===== src/rtl/reset_supervisor_pkg.sv =====
package reset_supervisor_pkg;
    typedef enum logic [1:0] {
        SUP_HOLD    = 2'd0,
        SUP_STRETCH = 2'd1,
        SUP_RUN     = 2'd2
    } sup_state_e;
endpackage


===== src/rtl/rsv_sync.sv =====
module rsv_sync #(
    parameter int STAGES = 2,
    parameter logic RESET_VAL = 1'b1
) (
    input  logic clk,
    input  logic por_n,
    input  logic din,
    output logic dout
);
    logic [STAGES-1:0] chain;

    generate
        for (genvar i = 0; i < STAGES; i++) begin : g_stage
            if (i == 0) begin : g_first
                always_ff @(posedge clk or negedge por_n) begin
                    if (!por_n) chain[0] <= RESET_VAL;
                    else        chain[0] <= din;
                end
            end else begin : g_next
                always_ff @(posedge clk or negedge por_n) begin
                    if (!por_n) chain[i] <= RESET_VAL;
                    else        chain[i] <= chain[i-1];
                end
            end
        end
    endgenerate

    assign dout = chain[STAGES-1];
endmodule


===== src/rtl/rsv_pb_filter.sv =====
module rsv_pb_filter #(
    parameter int PB_TICKS = 10
) (
    input  logic clk,
    input  logic por_n,
    input  logic ms_tick,
    input  logic pb_sync_n,
    output logic pb_req
);
    localparam int CW = $clog2(PB_TICKS + 1);
    localparam logic [CW-1:0] FULL = CW'(PB_TICKS);

    logic [CW-1:0] low_cnt;

    generate
        if (PB_TICKS < 2 || PB_TICKS > 20) begin : g_bad_range
            $error("PB_TICKS must lie between 2 and 20");
        end
    endgenerate

    // Count consecutive low ticks; any high sample clears; saturate at FULL.
    always_ff @(posedge clk or negedge por_n) begin
        if (!por_n) begin
            low_cnt <= '0;
        end else if (pb_sync_n) begin
            low_cnt <= '0;
        end else if (ms_tick && (low_cnt != FULL)) begin
            low_cnt <= low_cnt + 1'b1;
        end
    end

    assign pb_req = (low_cnt == FULL);
endmodule


===== src/rtl/rsv_stretch_fsm.sv =====
module rsv_stretch_fsm
    import reset_supervisor_pkg::*;
#(
    parameter int ACTIVE_TICKS = 610
) (
    input  logic clk,
    input  logic por_n,
    input  logic ms_tick,
    input  logic cause,
    output logic rst_hi,
    output logic rst_lo
);
    localparam int CW = $clog2(ACTIVE_TICKS + 1);
    localparam logic [CW-1:0] LOAD = CW'(ACTIVE_TICKS);

    sup_state_e state, nxt;
    logic [CW-1:0] remain;

    // Next-state decision
    always_comb begin
        nxt = state;
        unique case (state)
            SUP_HOLD:    if (!cause) nxt = SUP_STRETCH;                 // CLEAR
            SUP_STRETCH: if (cause) nxt = SUP_HOLD;                     // CAUSE
                         else if (ms_tick && remain <= 1) nxt = SUP_RUN; // EXPIRE
            SUP_RUN:     if (cause) nxt = SUP_HOLD;                     // CAUSE
            default:     nxt = SUP_HOLD;
        endcase
    end

    // State register
    always_ff @(posedge clk or negedge por_n) begin
        if (!por_n) state <= SUP_STRETCH;
        else        state <= nxt;
    end

    // Active-time counter: reload on any cause, count down in STRETCH
    always_ff @(posedge clk or negedge por_n) begin
        if (!por_n) begin
            remain <= LOAD;
        end else if (cause) begin
            remain <= LOAD;
        end else if (state == SUP_STRETCH && ms_tick && remain != '0) begin
            remain <= remain - 1'b1;
        end
    end

    // Output register
    always_ff @(posedge clk or negedge por_n) begin
        if (!por_n) begin
            rst_hi <= 1'b1;
            rst_lo <= 1'b0;
        end else begin
            rst_hi <= (nxt != SUP_RUN);
            rst_lo <= (nxt == SUP_RUN);
        end
    end
endmodule


===== src/rtl/reset_supervisor.sv =====
module reset_supervisor #(
    parameter int ACTIVE_TICKS = 610,
    parameter int PB_TICKS     = 10,
    parameter int SYNC_STAGES  = 2
) (
    input  logic clk,
    input  logic por_n,
    input  logic ms_tick,
    input  logic supply_ok,
    input  logic pb_n,
    input  logic wdt_timeout,
    output logic rst_hi,
    output logic rst_lo
);
    logic pb_sync_n;
    logic pb_req;
    logic cause;

    rsv_sync #(.STAGES(SYNC_STAGES), .RESET_VAL(1'b1)) u_sync (
        .clk   (clk),
        .por_n (por_n),
        .din   (pb_n),
        .dout  (pb_sync_n)
    );

    rsv_pb_filter #(.PB_TICKS(PB_TICKS)) u_filter (
        .clk       (clk),
        .por_n     (por_n),
        .ms_tick   (ms_tick),
        .pb_sync_n (pb_sync_n),
        .pb_req    (pb_req)
    );

    assign cause = !supply_ok || pb_req || wdt_timeout;

    rsv_stretch_fsm #(.ACTIVE_TICKS(ACTIVE_TICKS)) u_fsm (
        .clk     (clk),
        .por_n   (por_n),
        .ms_tick (ms_tick),
        .cause   (cause),
        .rst_hi  (rst_hi),
        .rst_lo  (rst_lo)
    );
endmodule


===== config.mk =====
export PLATFORM = sky130hd
export DESIGN_NAME = reset_supervisor
export DESIGN_NICKNAME = d
export VERILOG_FILES = /design/src/rtl/reset_supervisor_pkg.sv /design/src/rtl/rsv_sync.sv /design/src/rtl/rsv_pb_filter.sv /design/src/rtl/rsv_stretch_fsm.sv /design/src/rtl/reset_supervisor.sv
export SDC_FILE = /design/constraint.sdc
export NUM_CORES = 1
export LEC_CHECK = 0
export BUFFER_PORTS_ARGS = -buffer_cell sky130_fd_sc_hd__buf_2
export CAP_MARGIN = 20
export CORE_MARGIN = 2
export CORE_UTILIZATION = 51
export DETAILED_ROUTE_END_ITERATION = 7
export PLACE_DENSITY = 0.8
export SLEW_MARGIN = 20
export SYNTH_ARGS = -nofsm -noshare
export SYNTH_HDL_FRONTEND = slang
export SYNTH_SLANG_ARGS = --single-unit

===== constraint.sdc =====
create_clock -name clk -period 1.9 [get_ports clk]
set_clock_uncertainty 0.05 [all_clocks]
set_input_delay 0.285 -clock clk [delete_from_list [all_inputs] [get_ports clk]]
set_output_delay 0.285 -clock clk [all_outputs]
set_load 0.02 [all_outputs]

## After elaboration in Yosys (flattened, before gate mapping)

Cells that the tools add are included.
Widths: inputs -> output; s select.

- Flip-flop bits (word level): 20
- Input port bits: 6
- Output and inout bits: 2

- $add $sub $neg: 2
- $lt $le $gt $ge: 1
- Equal/unequal tests: 6
- Multiplexer cells: 9
- Reductions and logical operators: 11

Operator list:

| cell | number |
|---|---|
| $mux 10 | 2 |
| $le 10x1->1 const B | 1 |
| $reduce_bool 10->1 | 1 |
| $sub 10x1->10 const B | 1 |
| $mux 2 | 4 |
| $mux 4 | 2 |
| $pmux 2 s3 | 1 |
| $add 4x1->4 const B | 1 |
| $eq 2x2->1 const B | 2 |
| $eq 4x4->1 const B | 1 |
| $logic_and 1x1->1 | 4 |
| $ne 4x4->1 const B | 1 |
| $reduce_bool 2->1 | 2 |
| $eq 2x1->1 const B | 1 |
| $logic_not 2->1 | 1 |
| $logic_or 1x1->1 | 2 |
| $ne 2x2->1 const B | 1 |
| $logic_not 1->1 | 1 |

## Longest topological paths before layout

Gate-level depths: netlist of the first run.

- Depth in word-level cells: 6
- Mapped depth: 7

## By module

A second synthesis of the first run with hierarchy kept.

- Cell total of the unflattened synthesis: 99
- Area, all modules: 1036.0 um^2

By module, submodules not included:

| module | times used | cells each | area an instance (um^2) | sequential area each (um^2) |
|---|---|---|---|---|
| rsv_stretch_fsm | 1 | 73 | 743.2 | 357.8 |
| rsv_pb_filter | 1 | 23 | 231.5 | 100.1 |
| rsv_sync | 1 | 2 | 52.6 | 52.6 |
| reset_supervisor | 1 | 1 | 8.8 | 0.0 |

## Worst setup path after synthesis of the first run

No wires, ideal clock.

- Kind: flip-flop to flip-flop
- Start point: register u_fsm.remain[2]
- End point: register u_fsm.remain[8]
- Library setup time: 0.080 ns
- Arrival time: 1.747 ns
- Required time: 1.770 ns
- Path slack: 0.024 ns
- Stages on the path, launching flop included: 5
- Path buffers: 0
- Period minus slack after synthesis: 1.876 ns
- Cells stage by stage: dfrtp_1 or4_4 a311o_1 or4_1 a21oi_1

- Word-level cells in the longest chain between the ends: 3

Ends and longest elaborated chain:

| item | line | RTL |
|---|---|---|
| start: declaration | rsv_stretch_fsm.sv:17 | `logic [CW-1:0] remain;` |
| start signal: assignment | rsv_stretch_fsm.sv:44 | `remain <= remain - 1'b1;` |
| $sub 10x1->10 or $reduce_bool 10->1 (tied branches) | rsv_stretch_fsm.sv:44, rsv_stretch_fsm.sv:43 |  |
| $mux 10 or $logic_and 1x1->1 (tied branches) | rsv_stretch_fsm.sv:43 | `end else if (state == SUP_STRETCH && ms_tick && remain != '0) begin` |
| $mux 10 or $reduce_bool 2->1 (tied branches) | - |  |

Parallel ways exist; a longest one is shown, timed or not. The select of a mux whose other input is x is not followed.
A chain may end at the register's enable or synchronous reset.

## Worst setup path after layout of the first run

- Start point: register u_fsm.remain[9]
- End point: register u_fsm.state[1]

- Word-level cells in the longest chain between the ends: 5

Ends and longest elaborated chain:

| item | line | RTL |
|---|---|---|
| $le 10x1->1 | rsv_stretch_fsm.sv:25 | `else if (ms_tick && remain <= 1) nxt = SUP_RUN;` |
| $logic_and 1x1->1 | rsv_stretch_fsm.sv:25 |  |
| $mux 2 | rsv_stretch_fsm.sv:25 |  |
| $mux 2 | rsv_stretch_fsm.sv:24 | `SUP_STRETCH: if (cause) nxt = SUP_HOLD;` |
| $pmux 2 s3 | rsv_stretch_fsm.sv:22 | `unique case (state)` |
| net u_fsm.nxt[1] | rsv_stretch_fsm.sv:16 | `sup_state_e state, nxt;` |
| end signal: assignment | rsv_stretch_fsm.sv:34 | `else state <= nxt;` |
| end: declaration | rsv_stretch_fsm.sv:16 |  |

The timed path passes the listed nets, and every way through them passes these cells.

==> results of run 1 <==
-- routing by layer --
layer / vias up / track usage [%] / routed length [um]
met2: 22 / 32.2 / 1000
met5: - / 0 / 0
met1: 404 / 21.9 / 941
met3: 4 / 2.76 / 78
li1: 413 / - / -
met4: 0 / 5.71 / 33
-- sequential cells by signal (all words and copies together) (netlist names) --
signal and flops:
u_fsm.rst_hi 1, u_filter.low_cnt 4, u_fsm.remain 10, u_sync.dout 1, u_fsm.state 2, u_fsm.rst_lo 1
u_sync.chain 1
-- cell usage after synthesis, types with 2 or more instances --
library cell,number,share of area [%]
nand4_1,2,1.2
nand3b_1,4,2.9
inv_1,6,2.2
dfrtp_1,12,29
nor3_1,4,1.9
nor2_1,7,2.5
xnor2_1,2,1.7
or2_2,2,1.2
and2_1,2,1.2
or3_2,2,1.4
mux2i_1,2,1.9
dfstp_2,8,20
o31ai_1,2,1.4
or4_4,2,2.2
a21oi_1,6,2.9
o21ai_0,4,1.9
ha_1,5,6.0
and3b_1,2,1.7
or4_1,5,3.6
nand2_1,9,3.2
nor3b_1,2,1.4
-- final timing paths --
kind / end / slack [ns] / cells after the start
max: u_fsm.state[1] / -0.006 / 4
min: u_sync.chain[0] / 0.02 / 1
max reg2reg: u_fsm.state[1] / -0.006 / 4
min reg2reg: u_sync.dout / 0.31 / 0
max in group asynchronous: u_sync.dout / 1.07 / 2
min in group asynchronous: u_fsm.remain[2] / 0.39 / 2
-- metrics by stage --
step | setup TNS (ns) | instances | power (uW)
after floorplan | 0 | 102 | 478
after global placement | 0 | 143 | 499
after detailed placement | -0.0174 | 143 | 502
after CTS | -0.0101 | 149 | 852
after global routing | -0.153 | 149 | 876
final | -0.00571 | 149 | 848
-- timing repair --
item                                    CTS  global route
setup buffers                             1             0
endpoints found under the setup margin    4             5
resized for setup                         2             2
pin swaps                                 3             1
hold buffers                              1             0
endpoints found under the hold margin    12             0
-- worst max-delay path, stage by stage (launching register included) --
cell and delay (ns):
dfstp_2 0.40, or4_4 0.53, or4_4 0.52, mux2i_1 0.19, and2_1 0.16
-- kinds of logic (layout without fill, tap and decap cells) --
| family | after synthesis | after routing |
|---|---|---|
| simple gates | 47 | 47 |
| fa+ha+maj | 5 | 5 |
| buf+inv | 7 | 27 |
| xor+xnor | 3 | 3 |
| compound gates | 18 | 18 |
| flops | 20 | 20 |
| mux | 2 | 2 |
-- final cells by class --
cell class                      count  area share [%]
Tap cell                           27            2.68
Multi-Input combinational cell     75            42.0
Sequential cell                    20            40.4
Inverter                            6            1.78
Clock inverter                      1            2.38
Timing Repair Buffer               17            8.92
Clock buffer                        3            1.78
-- where the power goes --
| group | internal [uW] | leakage (uW) | switching, uW |
|---|---|---|---|
| clock network | 213 | 0.0000279 | 138 |
| logic | 20.0 | 0.000260 | 31.9 |
| registers | 438 | 0.000250 | 7.43 |
==> results.tsv, run 1 <==
metric	value	unit
largest family of logic cells by synthesized area	simple AND/OR/NAND/NOR gates	
num rows	16	
cts bufs inserted	3	
initial antenna violation count	0	
footprint of the multi-input gates	531	um2
worst hold path type	input pin to register	
status	complete, but fails checks	
most frequent cells in the layout	12 x dfrtp_1, 9 x nand2_1, 9 x buf_4	
final WL	2.05	mm
Total GRT Usage	18.0	%
Critical Path RT	2.10	ns
routed vias	843	
CTS tree	done	
syn nets	113	
fill cell total of the finished layout	157	
core area	0.00194	mm2
share of cells above drive strength 1	31.1	%
DR pass1 iterations	4	
largest fanout on the critical path	4	
Register Area	510	um2
post-route cell area	0.00126	mm2
Async SR Flop Fraction	100	%
Hold WS	0.0150	ns
Synth Area in Simple Gates	26.7	%
Cell Area, Placed	0.00117	mm2
number of synthesized flops with an enable pin	0	
Die X	49.3	um
ANT nets after route	0	
# Max-Cap Violations	0	
Synth Area in Compound Gates	11.6	%
Sink Count	20	
min-delay src	pb_n	
Post-Syn Area per Cell	10.3	um2
root buffer cell	clkbuf_4	
worst setup path startpoint	u_fsm.remain[9]	
synthesized flop and latch total	20	
pre-CTS setup slack	-0.0152	ns
DRC viols	0	
CP startpoint kind	register	
CP endpoint kind	register	
DP HPWL	1.50	mm
routed vias/inst	5.66	
Initial Utilization	53.9	%
diode count	0	
I/O pins	8	
mux contribution to synthesized area	1.91	%
CTS HTree Levels	1	
Least-Margin Pin Slew	0.434	ns
VDD IR max	524	uV
number of port buffers	7	
clk_lat worst skew	0.30	ns
Leak	0.000538	uW
Yosys warning count	0	
Synth Area in Adders	5.98	%
kind of critical path	register to register	
max_slew headroom	71.1	%
largest net degree at the start of global routing	21	
Mapped Area	0.00105	mm2
die height	49.3	um
# setup viols final	1	
post-layout minimum cycle time	1.91	ns
violated checks	negative setup slack	
Layout Utilization	65.0	%
Reg clk slew, reported paths	0.11	ns
clk buf depth	2	
sequential area share after synthesis	48.8	%
first-pass GRT wire length	3.35	mm
Slew Viols, Final	0	
post-DR wirelength/cell	13.8	um
period utilization	100	%
final hold violations	0	
PwrDens	672	mW/mm2
synth unique cells	33	
Fmax	0.525	GHz
Final nets	134	
Overflow after GRT	0	
DR iter-0 viols	29	
Cells after Synth	102	
synth-to-layout area growth	20.7	%
Crit path arrival time	2.10	ns
die area	0.00243	mm2
Post-Synth XOR/XNOR Area	2.51	%
number of global-route vias before repair	793	
main flop type after synthesis	dfrtp_1	
worst setup slack after layout	-0.00571	ns
commonest non-fill, non-tap cell in the layout	dfrtp_1	
Routability Congestion	0.804	
RSZ-0062 raised after global routing	true	
r2r startpoint	u_fsm.remain[9]	
Note: power is estimated with default switching activity, not from simulation.
==> run 2: changes to the inputs <==
Settings changed: CELL_PAD_IN_SITES_DETAIL_PLACEMENT set to 0, CELL_PAD_IN_SITES_GLOBAL_PLACEMENT set to 1, CORE_UTILIZATION 51 to 41, PLACE_DENSITY 0.8 to 0.81.
==> results.tsv, run 2 (synthesized netlist as in run 1, its figures left out) <==
metric	value	unit	change
cts bufs inserted	3		unchanged
root buffer cell	clkbuf_4		unchanged
worst hold path type	input pin to register		unchanged
number of global-route vias before repair	842		was 793
most frequent cells in the layout	12 x dfrtp_1, 10 x buf_4, 9 x nand2_1		was 12 x dfrtp_1, 9 x nand2_1, 9 x buf_4
Reg clk slew, reported paths	0.12	ns	was 0.11 ns
max_slew headroom	70.4	%	was 71.1%
final WL	2.21	mm	was 2.05 mm
VDD IR max	341	uV	was 524 uV
Overflow after GRT	0		unchanged
CP startpoint kind	register		unchanged
share of cells above drive strength 1	32.5	%	was 31.1%
routed vias/inst	5.56		was 5.66
initial antenna violation count	0		unchanged
num rows	18		was 16
Initial Utilization	42.6	%	was 53.9%
Crit path arrival time	2.09	ns	was 2.10 ns
Final nets	135		was 134
Regs by FF count	u_fsm.remain x10, u_filter.low_cnt x4, u_fsm.state x2		unchanged
final hold violations	0		unchanged
period utilization	100	%	about the same
# setup viols final	3		was 1
core area	0.00245	mm2	was 0.00194 mm2
Least-Margin Pin Slew	0.444	ns	was 0.434 ns
DP HPWL	1.56	mm	was 1.50 mm
Routability Congestion	0.870		was 0.804
Critical Path RT	2.08	ns	was 2.10 ns
Slew Viols, Final	0		unchanged
kind of critical path	register to register		unchanged
violated checks	negative setup slack		unchanged
Layout Utilization	51.8	%	was 65.0%
largest reg by FF count	u_fsm.remain		unchanged
Largest register FFs	10		unchanged
RSZ-0062 raised after global routing	true		unchanged
largest net degree at the start of global routing	21		unchanged
fill cell total of the finished layout	217		was 157
Fmax	0.524	GHz	was 0.525 GHz
post-DR wirelength/cell	14.5	um	was 13.8 um
post-layout minimum cycle time	1.91	ns	about the same
Die X	54.5	um	was 49.3 um
largest fanout on the critical path	3		was 4
status	complete, but fails checks		unchanged
synth-to-layout area growth	21.7	%	was 20.7%
commonest non-fill, non-tap cell in the layout	dfrtp_1		unchanged
CTS HTree Levels	1		unchanged
diode count	0		unchanged
DRC viols	0		unchanged
DR iter-0 viols	4		was 29
routed vias	850		was 843
die area	0.00297	mm2	was 0.00243 mm2
clk_lat worst skew	0.30	ns	about the same
PwrDens	589	mW/mm2	was 672 mW/mm2
number of port buffers	7		unchanged
Total GRT Usage	18.0	%	about the same
CP endpoint kind	register		unchanged
worst setup slack after layout	-0.00810	ns	was -0.00571 ns
post-route cell area	0.00127	mm2	was 0.00126 mm2
CTS tree	done		unchanged
clk buf depth	2		unchanged
I/O pins	8		unchanged
Leak	0.000540	uW	was 0.000538 uW
die height	54.5	um	was 49.3 um
DR pass1 iterations	4		unchanged
Cell Area, Placed	0.00118	mm2	was 0.00117 mm2
Hold WS	0.0233	ns	was 0.0150 ns
Sink Count	20		unchanged
# Max-Cap Violations	0		unchanged
first-pass GRT wire length	3.87	mm	was 3.35 mm
ANT nets after route	0		unchanged
[run 2: cell types whose count changed in the layout (fill, tap and decap cells not counted)]
cell       previous run  this run
o31ai_2               0         1
mux2i_1               2         1
bufinv_16             1         0
buf_4                 9        10
o21ai_1               0         2
o31ai_1               2         1
mux2i_4               0         1
ha_1                  3         4
ha_2                  2         1
o21ai_0               4         2
clkbuf_8              0         1
[run 2: report_power, final]
group          internal, uW  leakage (uW)  total, uW  switching (uW)
clock network           117     0.0000210        252             135
logic                  20.2      0.000269       51.7            31.5
registers               438      0.000250        446            8.19
total                   575      0.000540        749             175
[run 2: repair_timing]
action / in CTS / in global routing
gates resized for setup: 2 / 6
gates cloned: 0 / 0
endpoints found under the setup margin: 3 / 8
hold buffers: 1 / 0
endpoints found under the hold margin: 12 / 0
pin swaps: 2 / 1
setup buffers: 0 / 1
[run 2: metal layers]
metal | vias to the layer above | global-route usage, % | share of wire, %
met5 | - | 0 | 0
met4 | 0 | 5.00 | 0.54
met3 | 2 | 3.28 | 1.9
met2 | 11 | 29.5 | 50
met1 | 424 | 24.3 | 47
li1 | 413 | - | -
[run 2: through the flow]
stage	power [uW]	setup TNS, ns	setup WS, ns	instances
finish	749	-0.0154	-0.00810	153
global route	794	-0.345	-0.0874	153
CTS	760	-0.0270	-0.0210	152
detailed placement	502	-0.0495	-0.0299	147
global placement	501	0	0.0171	147
floorplan	478	0	0.0238	102
[run 2: area by class of cell]
type                            instances  area (um2)  share of cell area, %
Inverter                                6        22.5                   1.77
Tap cell                               30        37.5                   2.95
Multi-Input combinational cell         75         546                   42.9
Timing Repair Buffer                   18         120                   9.44
Sequential cell                        20         510                   40.1
Clock buffer                            4        36.3                   2.85
[run 2: path summary, 6_finish.rpt]
| check | slack [ns] | from | end | depth (start not counted) |
|---|---|---|---|---|
| max | -0.008 | u_fsm.remain[3] | u_fsm.remain[8] | 4 |
| min | 0.02 | pb_n | u_sync.chain[0] | 1 |
| max reg2reg | -0.008 | u_fsm.remain[3] | u_fsm.remain[8] | 4 |
| min reg2reg | 0.31 | u_sync.chain[0] | u_sync.dout | 0 |
| max in group asynchronous | 1.06 | por_n | u_fsm.remain[6] | 2 |
| min in group asynchronous | 0.39 | por_n | u_fsm.rst_lo | 2 |
[run 2: worst max-delay path, stage by stage (launching register included)]
cell     delay [ns]
dfrtp_1        0.40
or4_4          0.54
a311o_1        0.30
or4_1          0.40
a21oi_1        0.14
==> run 3: changes to the inputs <==
Settings changed: SETUP_SLACK_MARGIN set to 0.3.
==> results.tsv, run 3 (synthesized netlist as in run 1, its figures left out) <==
metric	value	unit	change
DP HPWL	1.52	mm	was 1.56 mm
share of cells above drive strength 1	50.0	%	was 32.5%
die height	54.5	um	unchanged
Total GRT Usage	19.5	%	was 18.0%
diode count	0		unchanged
worst hold path type	input pin to register		unchanged
Leak	0.000621	uW	was 0.000540 uW
max_slew headroom	70.4	%	about the same
most frequent cells in the layout	20 x buf_4, 12 x dfrtp_1, 9 x nand2_1		was 12 x dfrtp_1, 10 x buf_4, 9 x nand2_1
Fmax	0.512	GHz	was 0.524 GHz
RSZ-0062 raised after global routing	true		unchanged
Least-Margin Pin Slew	0.443	ns	was 0.444 ns
Hold WS	0.0129	ns	was 0.0233 ns
final WL	2.63	mm	was 2.21 mm
ANT nets after route	0		unchanged
VDD IR max	330	uV	was 341 uV
# setup viols final	1		was 3
Routability Congestion	0.835		was 0.870
Final nets	148		was 135
worst setup slack after layout	-0.0534	ns	was -0.00810 ns
status	complete, but fails checks		unchanged
Critical Path RT	2.08	ns	about the same
# Max-Cap Violations	0		unchanged
PwrDens	518	mW/mm2	was 589 mW/mm2
root buffer cell	clkbuf_4		unchanged
clk_lat worst skew	0.31	ns	was 0.30 ns
Layout Utilization	60.7	%	was 51.8%
Overflow after GRT	0		unchanged
largest reg by FF count	u_fsm.remain		unchanged
largest fanout on the critical path	3		unchanged
CTS tree	done		unchanged
Regs by FF count	u_fsm.remain x10, u_filter.low_cnt x4, u_fsm.state x2		unchanged
first-pass GRT wire length	4.04	mm	was 3.87 mm
largest net degree at the start of global routing	21		unchanged
Reg clk slew, reported paths	0.12	ns	about the same
I/O pins	8		unchanged
initial antenna violation count	0		unchanged
number of global-route vias before repair	877		was 842
die area	0.00297	mm2	unchanged
Die X	54.5	um	unchanged
crit-path cells	or4_4 -> a311o_1 -> or4_1 -> a21oi_1		unchanged
Crit path arrival time	2.14	ns	was 2.09 ns
number of port buffers	7		unchanged
kind of critical path	register to register		unchanged
Sink Count	20		unchanged
DRC viols	0		unchanged
routed vias/inst	5.57		was 5.56
synth-to-layout area growth	42.3	%	was 21.7%
Initial Utilization	42.6	%	unchanged
Largest register FFs	10		unchanged
CP endpoint kind	register		unchanged
period utilization	103	%	was 100%
commonest non-fill, non-tap cell in the layout	buf_4		was dfrtp_1
cts bufs inserted	3		unchanged
num rows	18		unchanged
fill cell total of the finished layout	189		was 217
CTS HTree Levels	1		unchanged
Slew Viols, Final	0		unchanged
DR pass1 iterations	4		unchanged
post-DR wirelength/cell	15.8	um	was 14.5 um
core area	0.00245	mm2	unchanged
CP startpoint kind	register		unchanged
post-layout minimum cycle time	1.95	ns	was 1.91 ns
clk buf depth	2		unchanged
final hold violations	0		unchanged
Slowest-stage cell, CP	or4_4		unchanged
violated checks	negative setup slack		unchanged
CP peak stage delay	0.53	ns	was 0.54 ns
DR iter-0 viols	19		was 4
routed vias	924		was 850
-- run 3: cell types whose count changed in the layout (fill, tap and decap cells not counted), sizes merged --
cell / change
buf: +13
-- run 3: path summary, 6_finish.rpt --
path | start | to | slack (ns) | cells past startpoint
setup / recovery | u_fsm.remain[2] | u_fsm.remain[8] | -0.05 | 4
hold / removal | pb_n | u_sync.chain[0] | 0.01 | 1
setup reg to reg | u_fsm.remain[2] | u_fsm.remain[8] | -0.05 | 4
hold reg to reg | u_sync.chain[0] | u_sync.dout | 0.31 | 0
max in group asynchronous | por_n | u_sync.dout | 1.07 | 2
min in group asynchronous | por_n | u_fsm.remain[4] | 0.38 | 2
-- run 3: critical path: cells and delay by family (launching register included) --
kind	cells	cell delay, ns
simple gates	2	0.94
compound gates	2	0.47
flops	1	0.41
-- run 3: per-layer routing --
metal,vias to the layer above,GRT usage (%),routed length (um)
met5,-,0,0
met4,0,9.17,39
met3,4,3.83,67
met2,16,32.9,1310
met1,464,23.8,1210
li1,440,-,-
-- run 3: area by class of cell --
| cell class | count | area (um2) | area share [%] |
|---|---|---|---|
| Tap cell | 30 | 37.5 | 2.52 |
| Multi-Input combinational cell | 75 | 651 | 43.7 |
| Sequential cell | 20 | 510 | 34.3 |
| Timing Repair Buffer | 31 | 229 | 15.4 |
| Clock buffer | 4 | 36.3 | 2.44 |
| Inverter | 6 | 25.0 | 1.68 |
-- run 3: metrics by stage --
stage	setup WS, ns	area (um2)	TNS, ns	cells	power [uW]
floorplan	0.0238	1070	0	102	479
global placement	-0.00398	1180	-0.00726	144	501
detailed placement	-0.0478	1180	-0.111	144	503
CTS	-0.0344	1350	-0.0344	158	766
global route	-0.0825	1490	-0.134	166	801
finish	-0.0534	1490	-0.0534	166	771
-- run 3: what timing repair did --
| item | in CTS | in global routing |
|---|---|---|
| setup buffers | 9 | 8 |
| gates resized for setup | 14 | 15 |
| cloned | 0 | 0 |
| endpoints found under the setup margin | 13 | 14 |
| hold endpoints to repair | 12 | 0 |
| hold buffers | 1 | 0 |
| pin swaps | 9 | 6 |
-- run 3: report_power, final --
part	switching, uW	total (uW)	leakage (uW)	internal, uW
clock	139	256	0.0000210	117
combinational	38.4	69.1	0.000350	30.7
sequential	7.60	445	0.000250	438
